## config.mk

```make
export PLATFORM = sky130hd
export DESIGN_NAME = sense_window_ctrl
export DESIGN_NICKNAME = d
export VERILOG_FILES = /design/src/rtl/sense_window_ctrl.sv
export SDC_FILE = /design/constraint.sdc
export NUM_CORES = 1
export LEC_CHECK = 0
export BUFFER_PORTS_ARGS = -buffer_cell sky130_fd_sc_hd__buf_4
export CAP_MARGIN = 20
export CORE_MARGIN = 4
export CORE_UTILIZATION = 35
export CTS_BUF_LIST = sky130_fd_sc_hd__clkbuf_8
export DETAILED_ROUTE_END_ITERATION = 10
export HOLD_SLACK_MARGIN = 0.15
export PLACE_DENSITY_LB_ADDON = 0.05
export SLEW_MARGIN = 30
export SYNTH_ARGS = -nofsm -noshare
export SYNTH_HDL_FRONTEND = slang
export SYNTH_SLANG_ARGS = --single-unit
```

## constraint.sdc

```tcl
create_clock -name clk -period 3.1 [get_ports clk]
set_input_delay 0.62 -clock clk [delete_from_list [all_inputs] [get_ports clk]]
set_output_delay 0.62 -clock clk [all_outputs]
set_load 0.02 [all_outputs]
```

## src/rtl/sense_window_ctrl.sv

```systemverilog
module sense_window_ctrl #(
  parameter int unsigned PERIOD_CYC = 8_000_000,
  parameter int unsigned WIN_CYC    = 320,
  parameter int unsigned DECIM      = 16,
  parameter int unsigned MAX_DEFER  = 64_000,
  parameter int unsigned DW         = 16,
  parameter int unsigned TAG_W      = 2,
  parameter int unsigned SENSE_TAG  = 3
) (
  input  logic             clk,
  input  logic             rst_n,
  input  logic             tx_busy,
  input  logic [DW-1:0]    rx_sample,
  output logic             tx_en,
  output logic             cap_valid,
  output logic             cap_stb,
  output logic [DW-1:0]    cap_data,
  output logic             sense_done,
  output logic [TAG_W-1:0] tag
);
  localparam int unsigned PW  = $clog2(PERIOD_CYC);
  localparam int unsigned WW  = $clog2(WIN_CYC);
  localparam int unsigned FW  = $clog2(MAX_DEFER + 1);
  localparam int unsigned DCW = (DECIM > 1) ? $clog2(DECIM) : 1;

  typedef enum logic [1:0] {S_IDLE, S_WAIT, S_CAP, S_TAIL} st_t;

  st_t            st;
  logic [PW-1:0]  pcnt;
  logic [FW-1:0]  fcnt;
  logic [WW-1:0]  wcnt;
  logic [DCW-1:0] ph;
  logic           period_tick;
  logic           open_now;
  logic           win_last;

  assign period_tick = (pcnt == PW'(PERIOD_CYC - 1));
  assign open_now    = !tx_busy || (fcnt == FW'(MAX_DEFER));
  assign win_last    = (wcnt == WW'(WIN_CYC - 1));

  always_ff @(posedge clk or negedge rst_n) begin
    if (!rst_n) pcnt <= '0;
    else        pcnt <= period_tick ? '0 : pcnt + 1'b1;
  end

  always_ff @(posedge clk or negedge rst_n) begin
    if (!rst_n) begin
      st   <= S_IDLE;
      fcnt <= '0;
      wcnt <= '0;
      ph   <= '0;
    end else begin
      case (st)
        S_IDLE: if (period_tick) begin
          st   <= S_WAIT;
          fcnt <= '0;
        end
        S_WAIT: if (open_now) begin
          st   <= S_CAP;
          wcnt <= '0;
          ph   <= '0;
        end else begin
          fcnt <= fcnt + 1'b1;
        end
        S_CAP: begin
          if (win_last) st <= S_TAIL;
          wcnt <= wcnt + 1'b1;
          ph   <= (ph == DCW'(DECIM - 1)) ? '0 : ph + 1'b1;
        end
        default: st <= S_IDLE;
      endcase
    end
  end

  assign cap_valid  = (st == S_CAP);
  assign sense_done = (st == S_TAIL);
  assign tx_en      = !(cap_valid || sense_done);
  assign cap_stb    = cap_valid && (ph == '0);
  assign cap_data   = cap_stb ? rx_sample : '0;
  assign tag        = cap_valid ? TAG_W'(SENSE_TAG) : '0;
endmodule

```

==> results of run 1 <==
layer usage:
metal | part of all wire, % | routed length, um
met3 | 1.7 | 126
met1 | 50 | 3680
met5 | 0 | 0
met2 | 48 | 3550
met4 | 0.90 | 67
kinds of logic (layout without fill, tap and decap cells):
| logic type | count (synthesis) | count (layout) | synth area share [%] |
|---|---|---|---|
| muxes | 6 | 6 | 2.07 |
| DFF | 54 | 54 | 42.3 |
| xor gates and xnor gates | 18 | 18 | 4.93 |
| buffers and inverters | 29 | 68 | 3.95 |
| and+or+nand+nor | 165 | 165 | 28.6 |
| AOI/OAI and AO/OA | 56 | 56 | 13.9 |
| adders and majority gates | 11 | 11 | 4.30 |
worst max-delay path, cell delays in order, from the launching register on:
cell and delay (ns):
dfrtp_1 0.44, or4_1 0.63, o41a_1 0.60, or3_4 0.45
mux2_4 0.30
cell usage after synthesis, types with 3 or more instances:
cell and n:
and2_1 20, a22o_1 7, nor3_1 7, clkbuf_1 9
nand2_1 28, o31ai_1 4, nand2b_1 3, nor4_1 10
inv_1 15, xor2_1 12, a31oi_1 4, nor2_1 25
a22oi_1 3, a32o_1 3, dfrtp_1 54, xnor2_1 6
or3_1 4, or4_1 6, mux2i_1 4, a211o_1 8
o41a_1 3, ha_1 11, and3_1 12, nand3_1 25
nand4_1 14, o21ai_0 10
layout make-up:
type	instances	area (um2)	area share [%]
well taps	108	135	3.64
clock buffers	6	82.6	2.23
multi-input cells	256	1730	46.7
inverters	15	56.3	1.52
clock inverters	2	12.5	0.337
repair buffers	45	338	9.11
flip-flops and latches	54	1350	36.4
through the flow:
step | area (um2) | hold WS, ns | utilization [%]
2_1_floorplan | 3200 | 0.324 | -
3_3_place_gp | 3600 | 0.464 | 40.9
3_5_place_dp | 3600 | 0.464 | 40.9
4_1_cts | 3700 | 0.383 | 42.0
5_1_grt | 3710 | 0.410 | 42.1
6_report | 3710 | 0.338 | 42.1
worst paths after layout:
check / from / to / slack [ns] / depth (start not counted)
setup / recovery: fcnt[10]$_DFFE_PN0P_ / st[1]$_DFFE_PN0P_ / 0.58 / 4
hold / removal: rst_n / fcnt[4]$_DFFE_PN0P_ / 0.34 / 1
setup reg to reg: fcnt[10]$_DFFE_PN0P_ / st[1]$_DFFE_PN0P_ / 0.58 / 4
hold reg to reg: pcnt[6]$_DFF_PN0_ / pcnt[6]$_DFF_PN0_ / 0.47 / 1
max in group asynchronous: rst_n / pcnt[8]$_DFF_PN0_ / 2.27 / 1
min in group clk: pcnt[6]$_DFF_PN0_ / pcnt[6]$_DFF_PN0_ / 0.47 / 1
report_power, final:
group          internal (uW)  leakage [uW]  total, uW  switching [uW]
Sequential               831      0.000716       1010             177
Combinational            483      0.000983       1170             688
Clock                    180     0.0000472        422             241
state kept, by name, indices dropped and copies added (netlist names):
register and count:
pcnt 23, fcnt 16, wcnt 9, ph 4, st 2
==> qor.yml, run 1 <==
sta:
  setup_slack_ns: 0.583
  setup_violations: 0
  fmax_mhz: 397
  rsz0062_at_grt: "no"
  tightest_slew_ns: 0.871
  fin_crit_ns: 2.52
  slew_violations: 0
  max-slew-margin-rel_pct: 41.4
  clock_skew_ns: 0.00765
  period_share_pct: 81.2
  final_hold_viol_count: 0
  tns_ns: 0
clocking:
  clk_path_buf_depth: 2
  cts_tree: "done"
  clkTransAtPathRegs_ns: 0.10
  root_buffer: "clkbuf_8"
  htree_levels: 2
  insertion_delay_ns: 0.31
  cts_sinks: 54
  cts_hold_buf: 0
  cts_setup_buffers: 0
  cts_buffers: 5
  cts.repair.resized: 0
global_route:
  busiest_layer: "met2"
  grt_max_degree: 55
  use_met1_pct: 20.1
  grt_pass1_wl_um: 13000
  grt-ovfl-total: 0
  grt_pass1_vias: 2504
  use_met3_pct: 2.11
  track_usage_pct: 14.4
  use_met2_pct: 23.6
  antenna_found_initial: 0
floorplanning:
  coreArea_um2: 8810
  row_count: 34
  dieArea_um2: 10700
  dieHeight_um: 104
  chipWidth_um: 104
  initial_core_util_pct: 36.3
  ios: 41
placement:
  port_buffers: 40
  place_ws_ns: 0.523
  place_congestion: 0.742
  place_inst: 478
  dp_hpwl_um: 5080
worst_setup_path:
  worstPathArrival_ns: 2.72
  criticalPathCategory: "flip-flop to flip-flop"
  required_ns: 3.30
  crit_fanout: 11
  endpoint_kind: "flip-flop"
  start_kind: "flip-flop"
worst_hold_path:
  worst_hold_path_type: "input port to asynchronous set/reset pin"
drt:
  wl_per_cell_um: 15.3
  final_antenna_net_count: 0
  vias: 2637
  finalWirelength_um: 7420
  first_iter_violations: 115
  firstDrtPassIters: 4
  drc_errors: 0
  vias_per_cell: 5.43
power:
  powerDensity_nw_per_um2: 701
  max-vdd-ir-drop_uv: 224
  power.total_uw: 2600
  leakagePower_uw: 0.00175
logic_synthesis:
  synth.net_count: 369
  synth-main-ff-cell: "dfrtp_1"
  synthCells: 339
  synth_seq_area_share_pct: 42.3
  yosysWarnings: 0
  synth-edff-count: 0
  synth_seq_cells: 54
  yosysTopAreaCellShare_pct: 42.3
  syn-cell-area_um2: 3200
  synth_area_leader_cell: "dfrtp_1"
  synthArstFlopShare_pct: 100
  ys_top_cells_by_area: "dfrtp_1, ha_1, and2_1, nand3_1, nand2_1"
  yosysUniqueCellTypes: 51
  syn_area_per_cell_um2: 9.43
cells_and_area:
  final_common_cell: "dfrtp_1"
  n_antenna_cell: 0
  fillers: 903
  syn2layout_area_growth_pct: 15.9
  layout-drive-gt1-share_pct: 17.2
  final_cell_mix: "dfrtp_1, buf_4, nand2_1"
  layoutNonFillerInstCount: 486
  fin_nets: 407
status:
  outcome: "finished, final reports clean"
job:
  drv_cap: 0
Power figures use the tool's default switching activity.
==> run 2, diff against run 1 <==
Settings changed: ABC_AREA set to 1.
Clock period 3.1 ns to 2.45 ns, I/O delays scaled along.
==> run 2 against run 1 <==
Hold slack lost 0.12 ns. Worst setup slack lost 0.32 ns. Critical path depth grew 2. Die area grew 10%. Sequential share of layout area shrank 3.4 points. Largest cell class unchanged. Highest routed layer unchanged.
==> qor.yml, run 2 <==
status:
  outcome: "finished, final reports clean"
clocking:
  cts.repair.resized: 0
  insertion_delay_ns: 0.31
  cts_tree: "done"
  htree_levels: 2
  clk_path_buf_depth: 2
  cts_sinks: 54
  root_buffer: "clkbuf_8"
  cts_buffers: 5
  cts_hold_buf: 0
  cts_setup_buffers: 0
  clkTransAtPathRegs_ns: 0.11
worst_setup_path:
  crit_fanout: 17
  r2r_slack_ns: 0.55
  worst_r2r_path_depth: 10
  worstPathArrival_ns: 1.70
  setup.worst_path.start: "st[0]$_DFFE_PN0P_"
  cp.depth: 6
  r2r_end: "fcnt[12]$_DFFE_PN0P_"
  path_cells: "inv_1 -> ha_1 -> nand4_1 -> buf_4 -> nor2_1 -> buf_4"
  crit_top_cell: "buf_4"
  setup.worst_path.end: "cap_data[7]"
  cp_top_family: "buffers and inverters"
  regToRegStartpoint: "pcnt[0]$_DFF_PN0_"
  start_kind: "flip-flop"
  cp_slowest_cell: "dfrtp_1"
  slowest_delay_ns: 0.45
  endpoint_kind: "output port"
  required_ns: 1.96
  criticalPathCategory: "flip-flop to output port"
  crit_buf_inv: 3
cells_and_area:
  n_antenna_cell: 0
  top_register: "pcnt"
  fin_nets: 576
  fillers: 1024
  final_common_cell: "nand2_1"
  regArea_um2: 1350
  layout-drive-gt1-share_pct: 14.3
  reg.largest.list: "pcnt: 23 flops, fcnt: 16 flops, wcnt: 9 flops"
  postLayoutCoreUtil_pct: 41.4
  largest_reg_flops: 23
  syn2layout_area_growth_pct: 14.7
  multi_input_area_um2: 1820
  final_cell_mix: "nand2_1, nor2_1, inv_1"
logic_synthesis:
  synthCells: 508
  synth-main-ff-cell: "dfrtp_1"
  post-synth-top-count-cell: "nand2_1"
  synth_seq_cells: 54
  yosysWarnings: 0
  synth-edff-count: 0
  synthArstFlopShare_pct: 100
  yosysUniqueCellTypes: 31
  synth_seq_area_share_pct: 37.9
  ys_top_cells_by_area: "dfrtp_1, nand2_1, nor2_1, inv_1, nand3_1"
  synth_area_leader_cell: "dfrtp_1"
  syn_area_per_cell_um2: 7.01
  synth.net_count: 538
  post_synth_most_frequent_cells: "nand2_1, nor2_1, inv_1, dfrtp_1, nand3_1"
  yosysTopAreaCellShare_pct: 37.9
  syn-cell-area_um2: 3560
placement:
  place_congestion: 0.823
  port_buffers: 40
  dp_hpwl_um: 5900
drt:
  vias_per_cell: 4.58
  first_iter_violations: 160
  firstDrtPassIters: 4
  vias: 3113
  wl_per_cell_um: 11.8
  final_antenna_net_count: 0
  drc_errors: 0
  finalWirelength_um: 8010
sta:
  fin_crit_ns: 2.19
  max-slew-margin-rel_pct: 45.6
  clock_skew_ns: 0.0106
  rsz0062_at_grt: "no"
  tns_ns: 0
  slew_violations: 0
  final_hold_viol_count: 0
  period_share_pct: 89.3
  setup_violations: 0
  tightest_slew_ns: 0.817
  fmax_mhz: 457
global_route:
  grt_pass1_vias: 2942
  grt-ovfl-total: 0
  antenna_found_initial: 0
  grt_pass1_wl_um: 13900
  track_usage_pct: 14.4
  grt_max_degree: 55
floorplanning:
  dieArea_um2: 11900
  ios: 41
  chipWidth_um: 109
  dieHeight_um: 109
  row_count: 36
  initial_core_util_pct: 36.1
  coreArea_um2: 9860
power:
  max-vdd-ir-drop_uv: 222
  leakagePower_uw: 0.00201
  powerDensity_nw_per_um2: 380
job:
  drv_cap: 0
worst_hold_path:
  worst_hold_path_type: "input port to asynchronous set/reset pin"
[run 2: area by class of cell]
type / instances / area share, %
multi-input combinational: 360 / 44.6
sequential: 54 / 33.1
timing repair buffer: 44 / 8.08
inverter: 81 / 7.44
tap: 133 / 4.07
clock buffer: 5 / 1.68
clock inverter: 3 / 1.01
[run 2: logic make-up after synthesis]
kind of cell,Yosys count,share of synthesized area [%]
AND/OR/NAND/NOR,288,35.4
buffers and inverters,94,10.9
adder cells (fa/ha/maj),11,3.86
flip-flops,54,37.9
XOR/XNOR,12,2.95
AO/OA/AOI/OAI,49,8.96
[run 2: how the worst min path moves through the flow]
stage	slack, ns	to	startpoint
finish	0.22	pcnt[3]$_DFF_PN0_	rst_n
global route	0.27	pcnt[4]$_DFF_PN0_	rst_n
CTS	0.25	pcnt[3]$_DFF_PN0_	rst_n
detailed placement	0.48	wcnt[7]$_DFFE_PN0P_	wcnt[7]$_DFFE_PN0P_
global placement	0.47	wcnt[7]$_DFFE_PN0P_	wcnt[7]$_DFFE_PN0P_
floorplan	0.19	fcnt[0]$_DFFE_PN0P_	rst_n
[run 2: through the flow]
step	std cells	instance area (um2)	setup slack (ns)	power [uW]	hold slack, ns
floorplan	508	3560	0.100	913	0.194
global placement	672	3980	0.599	953	0.469
detailed placement	672	3980	0.564	954	0.476
CTS	680	4090	0.235	1580	0.250
global route	680	4090	0.110	1620	0.274
finish	680	4090	0.262	1550	0.218
[run 2: power breakdown]
part	internal (uW)	switching [uW]
registers	891	0
clock network	302	315
logic	19.7	23.9
total	1210	339
[run 2: worst register-to-register path: cells and delay by family (launching register included)]
kind,cells,cell delay (ns)
flops,1,0.39
simple gates,7,1.10
compound gates,1,0.06
fa+ha+maj,1,0.17
buf+inv,1,0.07
[run 2: metal layers]
layer / up-vias / share of wire [%] / global-route usage [%] / wire length (um)
li1: 1659 / - / - / -
met1: 1404 / 49 / 19.7 / 3930
met2: 39 / 47 / 23.7 / 3730
met3: 11 / 2.9 / 2.19 / 230
met4: 0 / 1.5 / 3.97 / 121
met5: - / 0 / 0 / 0
==> run 3, diff against run 2 <==
Settings changed: CORE_UTILIZATION 35 to 61, SETUP_SLACK_MARGIN set to 0.3.
==> run 3 against run 2 <==
Die area decreased by 40%. Register-to-register slack hardly changed. Critical path type unchanged. Largest power group unchanged. Fmax increased by 7.9%. Hold slack worse by 0.010 ns. Power down 5.7%.
==> qor.yml, run 3 (synthesized netlist as in run 2, its figures left out) <==
floorplanning:
  ios: 41
  dieHeight_um: 84.4
  initial_core_util_pct: 63.9
  chipWidth_um: 84.4
  coreArea_um2: 5570
  row_count: 27
  dieArea_um2: 7130
global_route:
  antenna_found_initial: 0
  grt_pass1_vias: 3124
  grt_pass1_wl_um: 13400
  grt-ovfl-total: 0
  grt_max_degree: 55
  track_usage_pct: 22.3
worst_setup_path:
  setup.worst_path.start: "ph[0]$_DFFE_PN0P_"
  crit_fanout: 17
  endpoint_kind: "output port"
  required_ns: 1.96
  start_kind: "flip-flop"
  worstPathArrival_ns: 1.54
  r2r_slack_ns: 0.54
  regToRegStartpoint: "pcnt[0]$_DFF_PN0_"
  criticalPathCategory: "flip-flop to output port"
sta:
  tns_ns: 0
  slew_violations: 0
  max-slew-margin-rel_pct: 49.8
  tightest_slew_ns: 0.753
  setup_slack_ns: 0.422
  clock_skew_ns: 0.00872
  final_hold_viol_count: 0
  rsz0062_at_grt: "no"
  period_share_pct: 82.8
  fmax_mhz: 493
  setup_violations: 0
  fin_crit_ns: 2.03
clocking:
  htree_levels: 2
  cts_buffers: 5
  insertion_delay_ns: 0.31
  cts_tree: "done"
  clkTransAtPathRegs_ns: 0.10
  root_buffer: "clkbuf_8"
  clk_path_buf_depth: 2
  cts_hold_buf: 0
  cts_sinks: 54
placement:
  port_buffers: 40
  place_ws_ns: 0.427
  placed_cell_area_um2: 3910
  place_congestion: 0.878
  dp_hpwl_um: 5650
cells_and_area:
  final_area_um2: 4030
  n_antenna_cell: 0
  final_cell_mix: "nand2_1, inv_1, nor2_1"
  layout-drive-gt1-share_pct: 16.7
  syn2layout_area_growth_pct: 13.1
  reg.largest.list: "pcnt: 23 flops, fcnt: 16 flops, wcnt: 9 flops"
  top_register: "pcnt"
  final_common_cell: "nand2_1"
  largest_reg_flops: 23
  fin_nets: 575
  postLayoutCoreUtil_pct: 72.3
job:
  drv_cap: 0
drt:
  vias: 3237
  final_antenna_net_count: 0
  drc_errors: 0
  wl_per_cell_um: 12.5
  finalWirelength_um: 7710
  firstDrtPassIters: 5
  vias_per_cell: 5.24
  first_iter_violations: 219
power:
  leakagePower_uw: 0.00200
  max-vdd-ir-drop_uv: 319
  power.total_uw: 1460
  powerDensity_nw_per_um2: 363
worst_hold_path:
  worst_hold_path_type: "input port to asynchronous set/reset pin"
status:
  outcome: "finished, final reports clean"
-- run 3: cell type report --
| class | instances | area, um2 |
|---|---|---|
| clock buffers | 6 | 82.6 |
| clock inverters | 2 | 12.5 |
| fillers | 462 | 1540 |
| inverters | 81 | 304 |
| multi-input cells | 360 | 1860 |
| flip-flops and latches | 54 | 1350 |
| well taps | 72 | 90.1 |
| repair buffers | 43 | 327 |
-- run 3: repair_timing --
action | in CTS | in global routing
resized for setup | 1 | 4
cloned | 0 | 0
endpoints found under the setup margin | 17 | 46
buffers inserted | 1 | 0
endpoints found under the hold margin | 0 | 0
-- run 3: through the flow --
step                instances  hold slack [ns]
floorplan                 508            0.194
global placement          609            0.472
detailed placement        609            0.491
CTS                       618            0.235
global route              618            0.264
finish                    618            0.208
-- run 3: per-layer routing --
layer,track usage [%],part of all wire [%],up-vias
met5,0,0,-
met4,7.19,1.4,0
met3,3.04,3.6,11
met2,39.4,52,76
met1,28.2,43,1496
li1,-,-,1654
-- run 3: critical path: stages (launching register included) --
cell and delay [ns]:
dfrtp_1 0.41, inv_1 0.08, ha_1 0.20, nand4_1 0.12, buf_6 0.21, nor2_1 0.06
buf_4 0.15
-- run 3: where the power goes --
part           leakage [uW]  internal (uW)  total (uW)  switching (uW)
Combinational       0.00121           19.8        44.3            24.5
Clock             0.0000472            228         528             300
Sequential         0.000739            891         891               0
Total               0.00200           1140        1460             324
-- run 3: final timing paths --
check,end,depth (start not counted)
max in group asynchronous,st[1]$_DFFE_PN0P_,1
min in group clk,wcnt[7]$_DFFE_PN0P_,2
min,pcnt[4]$_DFF_PN0_,1
max,cap_data[1],6
max reg2reg,fcnt[15]$_DFFE_PN0P_,10
min reg2reg,wcnt[7]$_DFFE_PN0P_,2
